--- config.mk ---
export PLATFORM = sky130hd
export DESIGN_NAME = spi_cmd_engine
export DESIGN_NICKNAME = d
export VERILOG_FILES = /design/src/rtl/spi_cmd_pkg.sv /design/src/rtl/spi_byte_shifter.sv /design/src/rtl/spi_cmd_buffer.sv /design/src/rtl/spi_cmd_seq.sv /design/src/rtl/spi_cmd_engine.sv
export SDC_FILE = /design/constraint.sdc
export NUM_CORES = 1
export LEC_CHECK = 0
export ABC_CLOCK_PERIOD_IN_PS = 5500
export BUFFER_PORTS_ARGS = -buffer_cell sky130_fd_sc_hd__buf_2
export CORE_MARGIN = 5
export CORE_UTILIZATION = 60
export CTS_BUF_LIST = sky130_fd_sc_hd__clkbuf_8
export DETAILED_ROUTE_END_ITERATION = 10
export PLACE_DENSITY = 0.77
export SETUP_SLACK_MARGIN = 0.02
export SYNTH_ARGS = -nofsm -noshare
export SYNTH_HDL_FRONTEND = slang
export SYNTH_SLANG_ARGS = --single-unit
--- constraint.sdc ---
create_clock -name clk -period 5.5 [get_ports clk]
set_input_delay 1.65 -clock clk [delete_from_list [all_inputs] [get_ports clk]]
set_output_delay 1.65 -clock clk [all_outputs]
set_load 0.01 [all_outputs]
--- src/rtl/spi_cmd_pkg.sv ---
package spi_cmd_pkg;

    localparam logic [7:0] ADDR_CTRL  = 8'h00;
    localparam logic [7:0] ADDR_CSSEL = 8'h1D;
    localparam logic [7:0] ADDR_OPC   = 8'h45;
    localparam logic [7:0] ADDR_GO    = 8'h47;
    localparam logic [7:0] ADDR_TXN   = 8'h48;
    localparam logic [7:0] ADDR_RXN   = 8'h4B;
    localparam logic [7:0] ADDR_STAT  = 8'h4C;
    localparam logic [7:0] ADDR_WIN   = 8'h80;

    localparam int CLR_BIT  = 20;
    localparam int GO_BIT   = 7;
    localparam int BUSY_BIT = 31;

    typedef enum logic [1:0] {
        ST_IDLE,
        ST_LOAD,
        ST_SHIFT,
        ST_FIN
    } seq_state_t;

    typedef enum logic [1:0] {
        PH_OPC,
        PH_TX,
        PH_RX
    } phase_t;

    typedef struct packed {
        logic [7:0] opc;
        logic [7:0] tx_left;
        logic [7:0] rx_left;
    } cmd_t;

    // Advance a buffer position by one, wrapping at the buffer depth.
    function automatic int wrap_inc(input int pos, input int depth);
        return (pos + 1 >= depth) ? 0 : pos + 1;
    endfunction

endpackage

--- src/rtl/spi_byte_shifter.sv ---
module spi_byte_shifter #(
    parameter int CLK_DIV = 4
) (
    input  logic       clk,
    input  logic       rst,
    input  logic       start,
    input  logic [7:0] din,
    input  logic       tx_en,
    input  logic       miso,
    output logic       sclk,
    output logic       mosi,
    output logic       done,
    output logic [7:0] dout
);
    localparam int HALF = CLK_DIV / 2;
    localparam int CW   = (HALF > 1) ? $clog2(HALF) : 1;

    logic          active;
    logic          txen_q;
    logic [CW-1:0] cnt;
    logic [2:0]    bitn;
    logic [7:0]    sh_tx;
    logic [7:0]    sh_rx;

    always_ff @(posedge clk) begin
        if (rst) begin
            active <= 1'b0;
            txen_q <= 1'b0;
            cnt    <= '0;
            bitn   <= '0;
            sh_tx  <= '0;
            sh_rx  <= '0;
            sclk   <= 1'b0;
            done   <= 1'b0;
        end else begin
            done <= 1'b0;
            if (start && !active) begin
                active <= 1'b1;
                txen_q <= tx_en;
                sh_tx  <= din;
                cnt    <= '0;
                bitn   <= '0;
                sclk   <= 1'b0;
            end else if (active) begin
                if (cnt == CW'(HALF - 1)) begin
                    cnt <= '0;
                    if (!sclk) begin
                        sclk  <= 1'b1;
                        sh_rx <= {sh_rx[6:0], miso};
                    end else begin
                        sclk <= 1'b0;
                        if (bitn == 3'd7) begin
                            active <= 1'b0;
                            done   <= 1'b1;
                        end else begin
                            bitn  <= bitn + 3'd1;
                            sh_tx <= {sh_tx[6:0], 1'b0};
                        end
                    end
                end else begin
                    cnt <= cnt + CW'(1);
                end
            end
        end
    end

    assign mosi = active && txen_q && sh_tx[7];
    assign dout = sh_rx;

    a_r4_clock_rests_low: assert property (@(posedge clk) disable iff (rst)
        (!active && !$past(active)) |-> !sclk);

endmodule

--- src/rtl/spi_cmd_buffer.sv ---
module spi_cmd_buffer #(
    parameter int BUF_BYTES = 70,
    localparam int PW = $clog2(BUF_BYTES)
) (
    input  logic          clk,
    input  logic          bus_we,
    input  logic [PW-1:0] bus_idx,
    input  logic [7:0]    bus_wdata,
    output logic [7:0]    bus_rdata,
    input  logic          eng_we,
    input  logic [PW-1:0] eng_idx,
    input  logic [7:0]    eng_wdata,
    output logic [7:0]    eng_rdata
);
    logic [7:0] mem [BUF_BYTES];

    always_ff @(posedge clk) begin
        if (eng_we)
            mem[eng_idx] <= eng_wdata;
        else if (bus_we)
            mem[bus_idx] <= bus_wdata;
    end

    assign bus_rdata = mem[bus_idx];
    assign eng_rdata = mem[eng_idx];

endmodule

--- src/rtl/spi_cmd_seq.sv ---
module spi_cmd_seq
    import spi_cmd_pkg::*;
#(
    parameter int BUF_BYTES = 70,
    parameter int NUM_CS    = 4,
    localparam int PW   = $clog2(BUF_BYTES),
    localparam int CS_W = (NUM_CS > 1) ? $clog2(NUM_CS) : 1
) (
    input  logic            clk,
    input  logic            rst,
    input  logic            go,
    input  logic            clr_ptr,
    input  logic [7:0]      opcode,
    input  logic [7:0]      tx_cnt,
    input  logic [7:0]      rx_cnt,
    input  logic [CS_W-1:0] cs_sel,
    output logic            busy,
    output logic            cs_act,
    output logic [CS_W-1:0] cs_idx,
    output logic [PW-1:0]   buf_idx,
    input  logic [7:0]      buf_rdata,
    output logic            buf_we,
    output logic [7:0]      buf_wdata,
    output logic            sh_start,
    output logic [7:0]      sh_din,
    output logic            sh_txen,
    input  logic            sh_done,
    input  logic [7:0]      sh_dout
);
    seq_state_t      state;
    phase_t          phase;
    cmd_t            cmd;
    logic [PW-1:0]   ptr;
    logic [CS_W-1:0] cs_q;
    logic            more_tx;
    logic            more_rx;

    always_comb begin
        more_tx = (phase == PH_TX) ? (cmd.tx_left > 8'd1) : (cmd.tx_left != 8'd0);
        more_rx = (phase == PH_RX) ? (cmd.rx_left > 8'd1) : (cmd.rx_left != 8'd0);
    end

    always_ff @(posedge clk) begin
        if (rst) begin
            state <= ST_IDLE;
            phase <= PH_OPC;
            cmd   <= '0;
            ptr   <= '0;
            cs_q  <= '0;
        end else begin
            case (state)
                ST_IDLE: begin
                    if (clr_ptr)
                        ptr <= '0;
                    if (go) begin
                        cmd.opc     <= opcode;
                        cmd.tx_left <= tx_cnt;
                        cmd.rx_left <= rx_cnt;
                        cs_q        <= cs_sel;
                        phase       <= PH_OPC;
                        state       <= ST_LOAD;
                    end
                end
                ST_LOAD: state <= ST_SHIFT;
                ST_SHIFT: begin
                    if (sh_done) begin
                        if (phase == PH_TX) begin
                            ptr         <= PW'(wrap_inc(int'(ptr), BUF_BYTES));
                            cmd.tx_left <= cmd.tx_left - 8'd1;
                        end else if (phase == PH_RX) begin
                            ptr         <= PW'(wrap_inc(int'(ptr), BUF_BYTES));
                            cmd.rx_left <= cmd.rx_left - 8'd1;
                        end
                        if (phase != PH_RX && more_tx) begin
                            phase <= PH_TX;
                            state <= ST_LOAD;
                        end else if (more_rx) begin
                            phase <= PH_RX;
                            state <= ST_LOAD;
                        end else begin
                            state <= ST_FIN;
                        end
                    end
                end
                default: state <= ST_IDLE;
            endcase
        end
    end

    assign busy      = (state != ST_IDLE);
    assign cs_act    = (state == ST_LOAD) || (state == ST_SHIFT);
    assign cs_idx    = cs_q;
    assign buf_idx   = ptr;
    assign buf_we    = (state == ST_SHIFT) && sh_done && (phase == PH_RX);
    assign buf_wdata = sh_dout;
    assign sh_start  = (state == ST_LOAD);
    assign sh_txen   = (phase != PH_RX);
    assign sh_din    = (phase == PH_OPC) ? cmd.opc :
                       (phase == PH_TX)  ? buf_rdata : 8'h00;

    a_r2_busy_follows_go: assert property (@(posedge clk) disable iff (rst)
        (!busy && go) |=> busy);

    a_r10_go_ignored_busy: assert property (@(posedge clk) disable iff (rst)
        (busy && go) |=> ($stable(cmd.opc) && $stable(cs_q)));

    a_r9_ptr_in_range: assert property (@(posedge clk) disable iff (rst)
        int'(ptr) < BUF_BYTES);

endmodule

--- src/rtl/spi_cmd_engine.sv ---
module spi_cmd_engine
    import spi_cmd_pkg::*;
#(
    parameter int CLK_DIV   = 4,
    parameter int BUF_BYTES = 70,
    parameter int NUM_CS    = 4
) (
    input  logic              clk,
    input  logic              rst,
    input  logic [7:0]        bus_addr,
    input  logic              bus_wr,
    input  logic [31:0]       bus_wdata,
    output logic [31:0]       bus_rdata,
    output logic              spi_sclk,
    output logic              spi_mosi,
    input  logic              spi_miso,
    output logic [NUM_CS-1:0] spi_cs_n
);
    localparam int PW   = $clog2(BUF_BYTES);
    localparam int CS_W = (NUM_CS > 1) ? $clog2(NUM_CS) : 1;

    logic [7:0]      opc_q, txn_q, rxn_q;
    logic [CS_W-1:0] cs_sel_q;
    logic            go, clr;
    logic            busy, cs_act;
    logic [CS_W-1:0] cs_idx;
    logic [7:0]      win_off;
    logic            in_win;
    logic [7:0]      win_rdata;
    logic [PW-1:0]   eng_idx;
    logic [7:0]      eng_rdata, eng_wdata;
    logic            eng_we;
    logic            sh_start, sh_txen, sh_done;
    logic [7:0]      sh_din, sh_dout;

    assign win_off = bus_addr - ADDR_WIN;
    assign in_win  = bus_addr[7] && (win_off < 8'(BUF_BYTES));
    assign go      = bus_wr && (bus_addr == ADDR_GO) && bus_wdata[GO_BIT];
    assign clr     = bus_wr && (bus_addr == ADDR_CTRL) && bus_wdata[CLR_BIT];

    always_ff @(posedge clk) begin
        if (rst) begin
            opc_q    <= '0;
            txn_q    <= '0;
            rxn_q    <= '0;
            cs_sel_q <= '0;
        end else if (bus_wr) begin
            case (bus_addr)
                ADDR_OPC:   opc_q    <= bus_wdata[7:0];
                ADDR_TXN:   txn_q    <= bus_wdata[7:0];
                ADDR_RXN:   rxn_q    <= bus_wdata[7:0];
                ADDR_CSSEL: cs_sel_q <= bus_wdata[CS_W-1:0];
                default: ;
            endcase
        end
    end

    always_comb begin
        bus_rdata = '0;
        if (in_win) begin
            bus_rdata[7:0] = win_rdata;
        end else begin
            case (bus_addr)
                ADDR_CSSEL: bus_rdata[CS_W-1:0] = cs_sel_q;
                ADDR_OPC:   bus_rdata[7:0]      = opc_q;
                ADDR_TXN:   bus_rdata[7:0]      = txn_q;
                ADDR_RXN:   bus_rdata[7:0]      = rxn_q;
                ADDR_STAT:  bus_rdata[BUSY_BIT] = busy;
                default: ;
            endcase
        end
    end

    spi_cmd_buffer #(.BUF_BYTES(BUF_BYTES)) u_buf (
        .clk       (clk),
        .bus_we    (bus_wr && in_win && !busy),
        .bus_idx   (PW'(win_off)),
        .bus_wdata (bus_wdata[7:0]),
        .bus_rdata (win_rdata),
        .eng_we    (eng_we),
        .eng_idx   (eng_idx),
        .eng_wdata (eng_wdata),
        .eng_rdata (eng_rdata)
    );

    spi_cmd_seq #(.BUF_BYTES(BUF_BYTES), .NUM_CS(NUM_CS)) u_seq (
        .clk       (clk),
        .rst       (rst),
        .go        (go),
        .clr_ptr   (clr),
        .opcode    (opc_q),
        .tx_cnt    (txn_q),
        .rx_cnt    (rxn_q),
        .cs_sel    (cs_sel_q),
        .busy      (busy),
        .cs_act    (cs_act),
        .cs_idx    (cs_idx),
        .buf_idx   (eng_idx),
        .buf_rdata (eng_rdata),
        .buf_we    (eng_we),
        .buf_wdata (eng_wdata),
        .sh_start  (sh_start),
        .sh_din    (sh_din),
        .sh_txen   (sh_txen),
        .sh_done   (sh_done),
        .sh_dout   (sh_dout)
    );

    spi_byte_shifter #(.CLK_DIV(CLK_DIV)) u_shift (
        .clk   (clk),
        .rst   (rst),
        .start (sh_start),
        .din   (sh_din),
        .tx_en (sh_txen),
        .miso  (spi_miso),
        .sclk  (spi_sclk),
        .mosi  (spi_mosi),
        .done  (sh_done),
        .dout  (sh_dout)
    );

    for (genvar g = 0; g < NUM_CS; g++) begin : g_cs
        assign spi_cs_n[g] = !(cs_act && (cs_idx == CS_W'(g)));
    end

    a_r3_one_select: assert property (@(posedge clk) disable iff (rst)
        $onehot0(~spi_cs_n));

    a_r4_sclk_low_unselected: assert property (@(posedge clk) disable iff (rst)
        (&spi_cs_n) |-> !spi_sclk);

    a_r11_cs_off_before_idle: assert property (@(posedge clk) disable iff (rst)
        $fell(busy) |-> ((&spi_cs_n) && $past(&spi_cs_n)));

endmodule

# Yosys cells after proc, flatten, opt, wreduce, memory -nomap -nowiden
# Memory sizes are Yosys's and may differ from the RTL's. A register that Yosys moved wholly into a read port is not among the register bits.
# Cells that the tools add are included.
# totals
ramBits	560
n_memories	1
reg_bits	87
inputBits	44
out_inout_bits	38
# memory_table
memory	depth	word_bits	read_ports	rd_clocked_by_memory_dff	wr	line_no	text
u_buf.mem	70	8	2	1	1	spi_cmd_buffer.sv:15	logic [7:0] mem [BUF_BYTES];
# op_classes
add_sub_neg	6
n_mux	54
reduce_logical	52
bitwise	5
n_lt_le_gt_ge	4
n_eq_ne	24
# ops
op	count
$mux 8	12
$mux 7	8
$eq 8x7->1 const B	5
$mux 16	2
$pmux 16 s2	1
$reduce_and 4->1	6
$mux 1	18
$pmux 6 s3	1
$logic_and 1x1->1	17
$gt 8x1->1 const B	2
$mux 2	8
$reduce_bool 8->1	2
$sub 8x1->8 const B	2
$pmux 7 s2	1
$reduce_and 2->1	7
$reduce_bool 2->1	5
$add 7x1->8 const B	1
$eq 2x2->1 const B	4
$eq 8x5->1 const B	1
$ge 8x7->1 const B	1
$logic_not 8->1	1
$lt 8x7->1 const B	1
$ne 2x1->1 const B	4
$ne 2x2->1 const B	4
other kinds (17)	31

# Longest topological paths before layout
# Gate-level depths: netlist of run 1.
# depth
ltp_word	10
mapped_depth	11
ltp_nobuf	8

# By module
# From an unflattened synthesis of run 1, not the netlist that was laid out.
# unflattened
cells_unflattened	2065
hier_area_um2	31833.0
# modules_own_cells
module	cells_each	area_each_um2	instances	seq_area_each_um2
spi_cmd_buffer	1479	26854.5	1	16816.1
spi_cmd_seq	303	2352.3	1	740.7
spi_cmd_engine	175	1565.3	1	520.5
spi_byte_shifter	108	1061.0	1	480.5

# Worst setup path after synthesis of run 1
# No wires, ideal clock.
# synth_path
kind	input-to-output
from	input port bus_addr[1]
to	output port bus_rdata[6]
n_path_buf	4
slack_ps	500
arrival_time_ps	3351
path_stages	9
cell_sequence	buf_4 -> buf_4 -> buf_2 -> buf_2 -> mux4_2 -> mux2i_1 -> o31ai_1 -> o31ai_1 -> nand3_1
# synth_via
elab_chain_len	4
# synth_lines
element	line_no	text
start, declared	spi_cmd_engine.sv:10	input logic [7:0] bus_addr,
parallel branches: the longest is 3 deep, another holds $sub 8x8->8	n/a	
$mux 8 *	spi_cmd_engine.sv:60	if (in_win) begin
end, declared	spi_cmd_engine.sv:13	output logic [31:0] bus_rdata,
# Mark *: on every way between the ends.

# Worst setup path after layout of run 1
# layout_path
from	input port bus_addr[0]
to	output port bus_rdata[1]
# Same word-level chain as after synthesis.

==> flow_summary.json, run 1 <==
{
  "outcome": "finished, final reports clean",
  "start_kind": "input pin",
  "hold_path_depth": 2,
  "cp.depth": 9,
  "synth_area_per_cell_um2": 15.44,
  "max_stage_delay_ps": 540,
  "grt_pass1_wl_um": 135800,
  "routedWlPerCell_um": 30.94,
  "power_mw": 10.24,
  "rows": 84,
  "wl_um": 93740,
  "dpl.cell_count": 2829,
  "reg2regPathDepth": 7,
  "cp_slowest_cell": "mux4_2",
  "crit_path_end_kind": "primary output",
  "final_net_count": 2315,
  "holdPathEnd": "u_shift.dout[7]",
  "cp_data_required_time_ps": 3850,
  "cp_top_family": "simple AND/OR/NAND/NOR gates",
  "antenna_found_initial": 2,
  "cp_cell_sequence": "clkbuf_16 > buf_16 > buf_4 > mux4_2 > nor3b_1 > nor4_1 > o21ai_0 > nand4_1 > buf_2",
  "rsz0062_at_grt": "true",
  "ff_latch_area_mm2": 0.01871,
  "synth.cell_area_mm2": 0.03169,
  "multi_input_area_mm2": 0.01220,
  "dpl_cell_area_mm2": 0.03345,
  "drtIter0Drc": 3094,
  "fin_cells": 3030,
  "utilization": 0.6829,
  "cts_max_level": 3,
  "cts_tree": "done",
  "ios": 82,
  "drc": 0,
  "worst_pin_slew_ps": 1298,
  "fillCellCount": 3371,
  "dpl.hpwl_um": 63300,
  "overflow": 0,
  "worst_clock_skew_ps": 57.75,
  "numCtsBuffers": 103,
  "yosys_warnings": 0,
  "vias": 21200,
  "synth_seq_cells": 654,
  "gp_congestion": 1.102,
  "worstHoldStart": "u_shift.dout[7]",
  "layout_commonest_cell": "edfxtp_1",
  "critical_path_class": "input pin to primary output",
  "finalMaxSlewViolations": 0,
  "vdd.ir_drop.worst_mv": 0.1965,
  "coreArea_mm2": 0.05245,
  "fin_crit_ps": 5465,
  "layout_worst_path_cycle_share": 0.9936,
  "initial_core_util": 0.6042,
  "synth.distinct_cells": 74,
  "slew_headroom": 0.1344,
  "arrival_ps": 3820,
  "fmax_mhz": 183.0,
  "syn_to_final_growth_pct": 13.03,
  "grt_pass1_vias": 20580,
  "via_per_inst": 6.997,
  "path_clk_slew_ps": 60,
  "setup_tns_ps": 0,
  "port_buffers": 35,
  "powerDensity_mw_per_mm2": 285.8,
  "syn_inst": 2052,
  "ant_nets": 0,
  "cts-root-buf": "clkbuf_8",
  "ys.flop_type": "edfxtp_1",
  "clock-sinks": 654,
  "layout_common_cells": "edfxtp_1 (560), mux4_2 (271), buf_4 (183)",
  "max_cap_viol_count": 0,
  "grt_util_all_layers": 0.3246,
  "clk_path_buf_depth": 3,
  "synth_seq_area_share": 0.5901,
  "fp.dieW_um": 239.8,
  "cp_max_fo": 7,
  "synth-async-reset-ratio": 0,
  "r2r_end": "u_shift.sh_tx[7]",
  "critPathBufInv": 4,
  "setup_ws_ps": 34.98,
  "dieArea_mm2": 0.05750,
  "drive_gt1_frac": 0.3106,
  "final_area_mm2": 0.03581,
  "synth_edf_count": 560,
  "p_leak_nw": 11.95,
  "pre_cts_slack_ps": -326.0,
  "hold_slack_ps": 462.1,
  "worstSkewPairLatency_ps": 730,
  "finalSetupViolCount": 0,
  "hp-class": "flip-flop to flip-flop",
  "die_h_um": 239.8,
  "grt_max_degree": 86,
  "holdBufCountCts": 0,
  "reg2reg_slack_ps": 1950,
  "first_pass_iters": 9,
  "hold_viol": 0
}
[layer usage]
metal	vias up	part of all wire	global-route usage
met4	4	0.050	0.1331
li1	8651	-	-
met2	1610	0.46	0.4971
met1	10670	0.36	0.4408
met5	-	0.00051	0
met3	266	0.13	0.1016
[power breakdown]
part           total, mW  leakage, nW  internal [mW]  switching, mW
sequential          5.46         5.93           5.42         0.0434
combinational       1.08         4.95          0.426          0.658
clock               3.69         1.07           1.79           1.90
[worst register-to-register path, stage by stage (launching register included)]
cell	delay, ps
dfxtp_4	540
buf_12	490
mux4_2	810
mux2_2	280
o22ai_1	450
nor2_1	90
a31oi_1	580
o22ai_1	140
[worst max path at each step]
stage                           start           end  slack [ps]
after floorplan           bus_addr[1]  bus_rdata[6]         500
after global placement    bus_addr[0]  bus_rdata[3]        -300
after detailed placement  bus_addr[0]  bus_rdata[3]        -330
after CTS                 bus_addr[0]  bus_rdata[4]          20
after global routing      bus_addr[0]  bus_rdata[4]           6
final                     bus_addr[0]  bus_rdata[1]          30
[cell families after synthesis]
logic type / count (synthesis) / synth area share
AO/OA/AOI/OAI: 299 / 0.06227
XOR/XNOR: 4 / 0.001106
adder cells (fa/ha/maj): 12 / 0.004738
buffers and inverters: 191 / 0.03297
flip-flops: 654 / 0.5901
multiplexers: 405 / 0.2363
other: 1 / 0.0001184
AND/OR/NAND/NOR: 486 / 0.07238
[cell usage after synthesis, types with 4 or more instances]
master     instances  area share
o21ai_0           38      0.0060
a21oi_1           91       0.014
and3_1             5     0.00099
and2_1             9      0.0018
inv_1             25      0.0030
a22oi_1           36      0.0085
nor4_1             5     0.00099
dfxtp_1           94       0.059
a31oi_1           21      0.0041
a211o_1            8      0.0022
mux2i_1          100       0.032
nor3_1            28      0.0044
nand2b_1          12      0.0024
o22ai_1           30      0.0059
buf_4             49       0.012
buf_1              8     0.00095
mux2_2            34       0.012
nor2_1           146       0.017
xnor2_1            4      0.0011
nand4_1            5     0.00099
o31ai_1            5      0.0012
edfxtp_1         560        0.53
buf_6             13      0.0046
nand2_1          140       0.017
or3_1             14      0.0028
clkbuf_1          59      0.0070
nand3_1           52      0.0082
a211oi_1          29      0.0069
a2111oi_0          4      0.0011
nand3b_1          10      0.0024
nor3b_1            4     0.00095
nor2b_1           33      0.0065
or2_2              5     0.00099
buf_2             36      0.0057
mux4_2           271        0.19
ha_1              12      0.0047
[layout make-up]
cell class	count	area share
well taps	688	0.02404
diodes	1	0.00006987
repair buffers	246	0.05964
multi-input cells	1229	0.3407
flip-flops and latches	654	0.5223
clock inverters	84	0.01097
inverters	25	0.002620
clock buffers	103	0.03958
[what timing repair did]
item / in CTS / in global routing
endpoints found under the setup margin: 8 / 8
pin swaps: 3 / 14
gates cloned: 6 / 1
buffers inserted: 4 / 3
resized for setup: 31 / 46
[state kept, by name (all words and copies together) (netlist names), 2 cells and up, named ones only]
signal         count
rxn_q              8
opc_q              8
u_buf.mem        560
u_shift.sh_tx      8
u_seq.phase        2
cs_sel_q           2
txn_q              8
u_seq.state        2
u_seq.cs_idx       2
u_seq.cmd         24
u_seq.buf_idx      7
u_shift.dout       8
u_shift.bitn       3
Power figures use the tool's default switching activity.
==> inputs of run 2 (changes only) <==
- SYNTH_HIERARCHICAL: default -> 1
==> flow_summary.json, run 2 <==
{
  "drtIter0Drc": 3076,
  "grt_util_all_layers": 0.3090,
  "outcome": "complete, but fails checks",
  "seq_power_share": 0.536,
  "gp_congestion": 0.9588,
  "setup_ws_ps": -319.8,
  "r2r_end": "u_buf/mem[63][5]",
  "r2r-start": "u_seq/state[0]",
  "clock-sinks": 647,
  "setup_tns_ps": -1863,
  "syn_inst": 2065,
  "start_kind": "input pin",
  "ant_nets": 0,
  "vdd.ir_drop.worst_mv": 0.2544,
  "layout_commonest_cell": "edfxtp_1",
  "synth-async-reset-ratio": 0,
  "grt_pass1_wl_um": 132300,
  "max_cap_viol_count": 0,
  "multi_input_area_mm2": 0.01242,
  "via_per_inst": 6.978,
  "syn_to_final_growth_pct": 13.78,
  "coreArea_mm2": 0.05255,
  "hp-class": "flip-flop to flip-flop",
  "synth_area_per_cell_um2": 15.42,
  "yosys_warnings": 6,
  "final_area_mm2": 0.03622,
  "cts_max_level": 3,
  "slew_headroom": 0.3048,
  "synth_compound_area_frac": 0.07047,
  "powerDensity_mw_per_mm2": 273.3,
  "hold_viol": 0,
  "fp.dieW_um": 240.3,
  "worst_pin_slew_ps": 1039,
  "fillCellCount": 3409,
  "synth_seq_cells": 647,
  "arrival_ps": 4170,
  "top_register": "u_buf/mem",
  "p_leak_nw": 12.42,
  "worstSkewPairLatency_ps": 720,
  "switchingPower_mw": 2.277,
  "grt_max_degree": 71,
  "finalSetupViolCount": 8,
  "critical_path_class": "input pin to primary output",
  "switching_share": 0.2301,
  "ios": 82,
  "yosysMostFrequentCell": "edfxtp_1",
  "reg2regPathDepth": 14,
  "vias": 21250,
  "fin_crit_ps": 5820,
  "dpl.hpwl_um": 60720,
  "synthTopCellsByCount": "edfxtp_1 (560), mux4_2 (216), nor2_1 (191)",
  "synth_top_cell_by_area": "edfxtp_1",
  "synth_xor_area_frac": 0.001651,
  "final_net_count": 2337,
  "cp_data_required_time_ps": 3850,
  "largest_register_ff_count": 560,
  "p_clk_frac": 0.403,
  "dpl.cell_count": 2838,
  "cts_tree": "done",
  "reg.largest.list": "u_buf/mem (560), u_seq/cmd (24)",
  "cp_max_fo": 8,
  "rsz0062_at_grt": "true",
  "drc": 0,
  "synth_edf_count": 560,
  "cts-root-buf": "clkbuf_8",
  "synth.area.mux_share": 0.2358,
  "layout_worst_path_cycle_share": 1.058,
  "ff_latch_area_mm2": 0.01857,
  "dieArea_mm2": 0.05776,
  "drive_gt1_frac": 0.3028,
  "ys.flop_type": "edfxtp_1",
  "intPower_mw": 7.620,
  "violations": "setup timing",
  "path_clk_slew_ps": 60,
  "wl_um": 89770,
  "fin_cells": 3045,
  "synthAdderAreaFrac": 0.007075,
  "hold_slack_ps": 458.1,
  "initial_core_util": 0.6058,
  "worst_clock_skew_ps": 25.30,
  "overflow": 0,
  "crit_path_end_kind": "primary output",
  "hold_path_depth": 2,
  "rows": 84,
  "synthTopCellsByArea": "edfxtp_1 (53%), mux4_2 (15%), mux2i_1 (5.8%)",
  "die_h_um": 240.3,
  "grt_pass1_vias": 20610,
  "synthSimpleGateAreaFrac": 0.06772,
  "antenna_found_initial": 2,
  "port_buffers": 35,
  "synth_top_family_by_area": "multiplexers",
  "combPwrFrac": 0.061,
  "first_pass_iters": 6,
  "reg2reg_slack_ps": 1610,
  "dpl_cell_area_mm2": 0.03382,
  "yosys.area.top_type_share": 0.5283,
  "holdPathEnd": "u_shift/txen_q",
  "routedWlPerCell_um": 29.48,
  "synth.distinct_cells": 83,
  "worstHoldStart": "u_shift/txen_q",
  "layout_common_cells": "edfxtp_1 (560), mux4_2 (234), nor2_1 (191)",
  "holdBufCountCts": 0,
  "synth_seq_area_share": 0.5830,
  "numCtsBuffers": 105,
  "fmax_mhz": 171.8,
  "clk_path_buf_depth": 3,
  "finalMaxSlewViolations": 0,
  "synth.cell_area_mm2": 0.03183
}
run 2: repair_timing:
action | 4_1_cts | 5_1_grt
pin swaps | 16 | 14
cloned | 3 | 1
buffers inserted | 11 | 5
gates resized for setup | 47 | 36
setup endpoints to repair | 8 | 8
run 2: power by group through the flow:
| stage | registers [mW] | logic [mW] | clock network, mW |
|---|---|---|---|
| finish | 5.31 | 0.602 | 3.99 |
| global route | 5.31 | 0.625 | 4.28 |
| CTS | 5.31 | 0.570 | 4.03 |
| detailed placement | 5.41 | 0.534 | 0 |
| global placement | 5.41 | 0.524 | 0 |
| floorplan | 5.41 | 0.332 | 0 |
run 2: kinds of logic after synthesis:
logic type                 count (synthesis)
DFF                                      647
adders and majority gates                 18
muxes                                    439
AOI/OAI and AO/OA                        311
xor gates and xnor gates                   6
buffers and inverters                    195
other                                      1
and+or+nand+nor                          448
run 2: how the worst max path moves through the flow:
stage,to,start,cells past startpoint
finish,bus_rdata[2],bus_addr[0],9
global route,bus_rdata[0],bus_addr[0],10
CTS,bus_rdata[2],bus_addr[0],9
detailed placement,bus_rdata[2],bus_addr[0],9
global placement,bus_rdata[2],bus_addr[0],9
floorplan,bus_rdata[1],bus_addr[0],10
run 2: area by class of cell:
type / instances / share of cell area
clock buffers: 112 / 0.04256
diodes: 2 / 0.0001382
repair buffers: 260 / 0.06429
multi-input cells: 1245 / 0.3429
well taps: 688 / 0.02377
inverters: 16 / 0.001658
flip-flops and latches: 647 / 0.5127
clock inverters: 75 / 0.01202
run 2: per-layer routing:
metal / wire length [um] / up-vias / share of wire / global-route usage
li1: - / 8723 / - / -
met5: 0 / - / 0 / 0
met2: 41940 / 1554 / 0.47 / 0.4840
met1: 32980 / 10700 / 0.37 / 0.4285
met4: 4297 / 0 / 0.048 / 0.1173
met3: 10550 / 270 / 0.12 / 0.07398
run 2: worst max-delay path, stage by stage:
cell,delay [ps]
buf_16,160
buf_12,170
mux4_2,550
mux4_2,560
o22ai_4,150
a211oi_4,80
a211o_1,330
a221o_1,360
buf_6,130
run 2: per-stage QoR:
step,utilization,worst slack [ps],power [mW]
finish,0.6892,-319.8,9.898
floorplan,-,55.43,5.744
global placement,0.6435,-484.8,5.935
CTS,0.6867,-252.5,9.909
global route,0.6892,-371.7,10.21
detailed placement,0.6435,-490.8,5.945
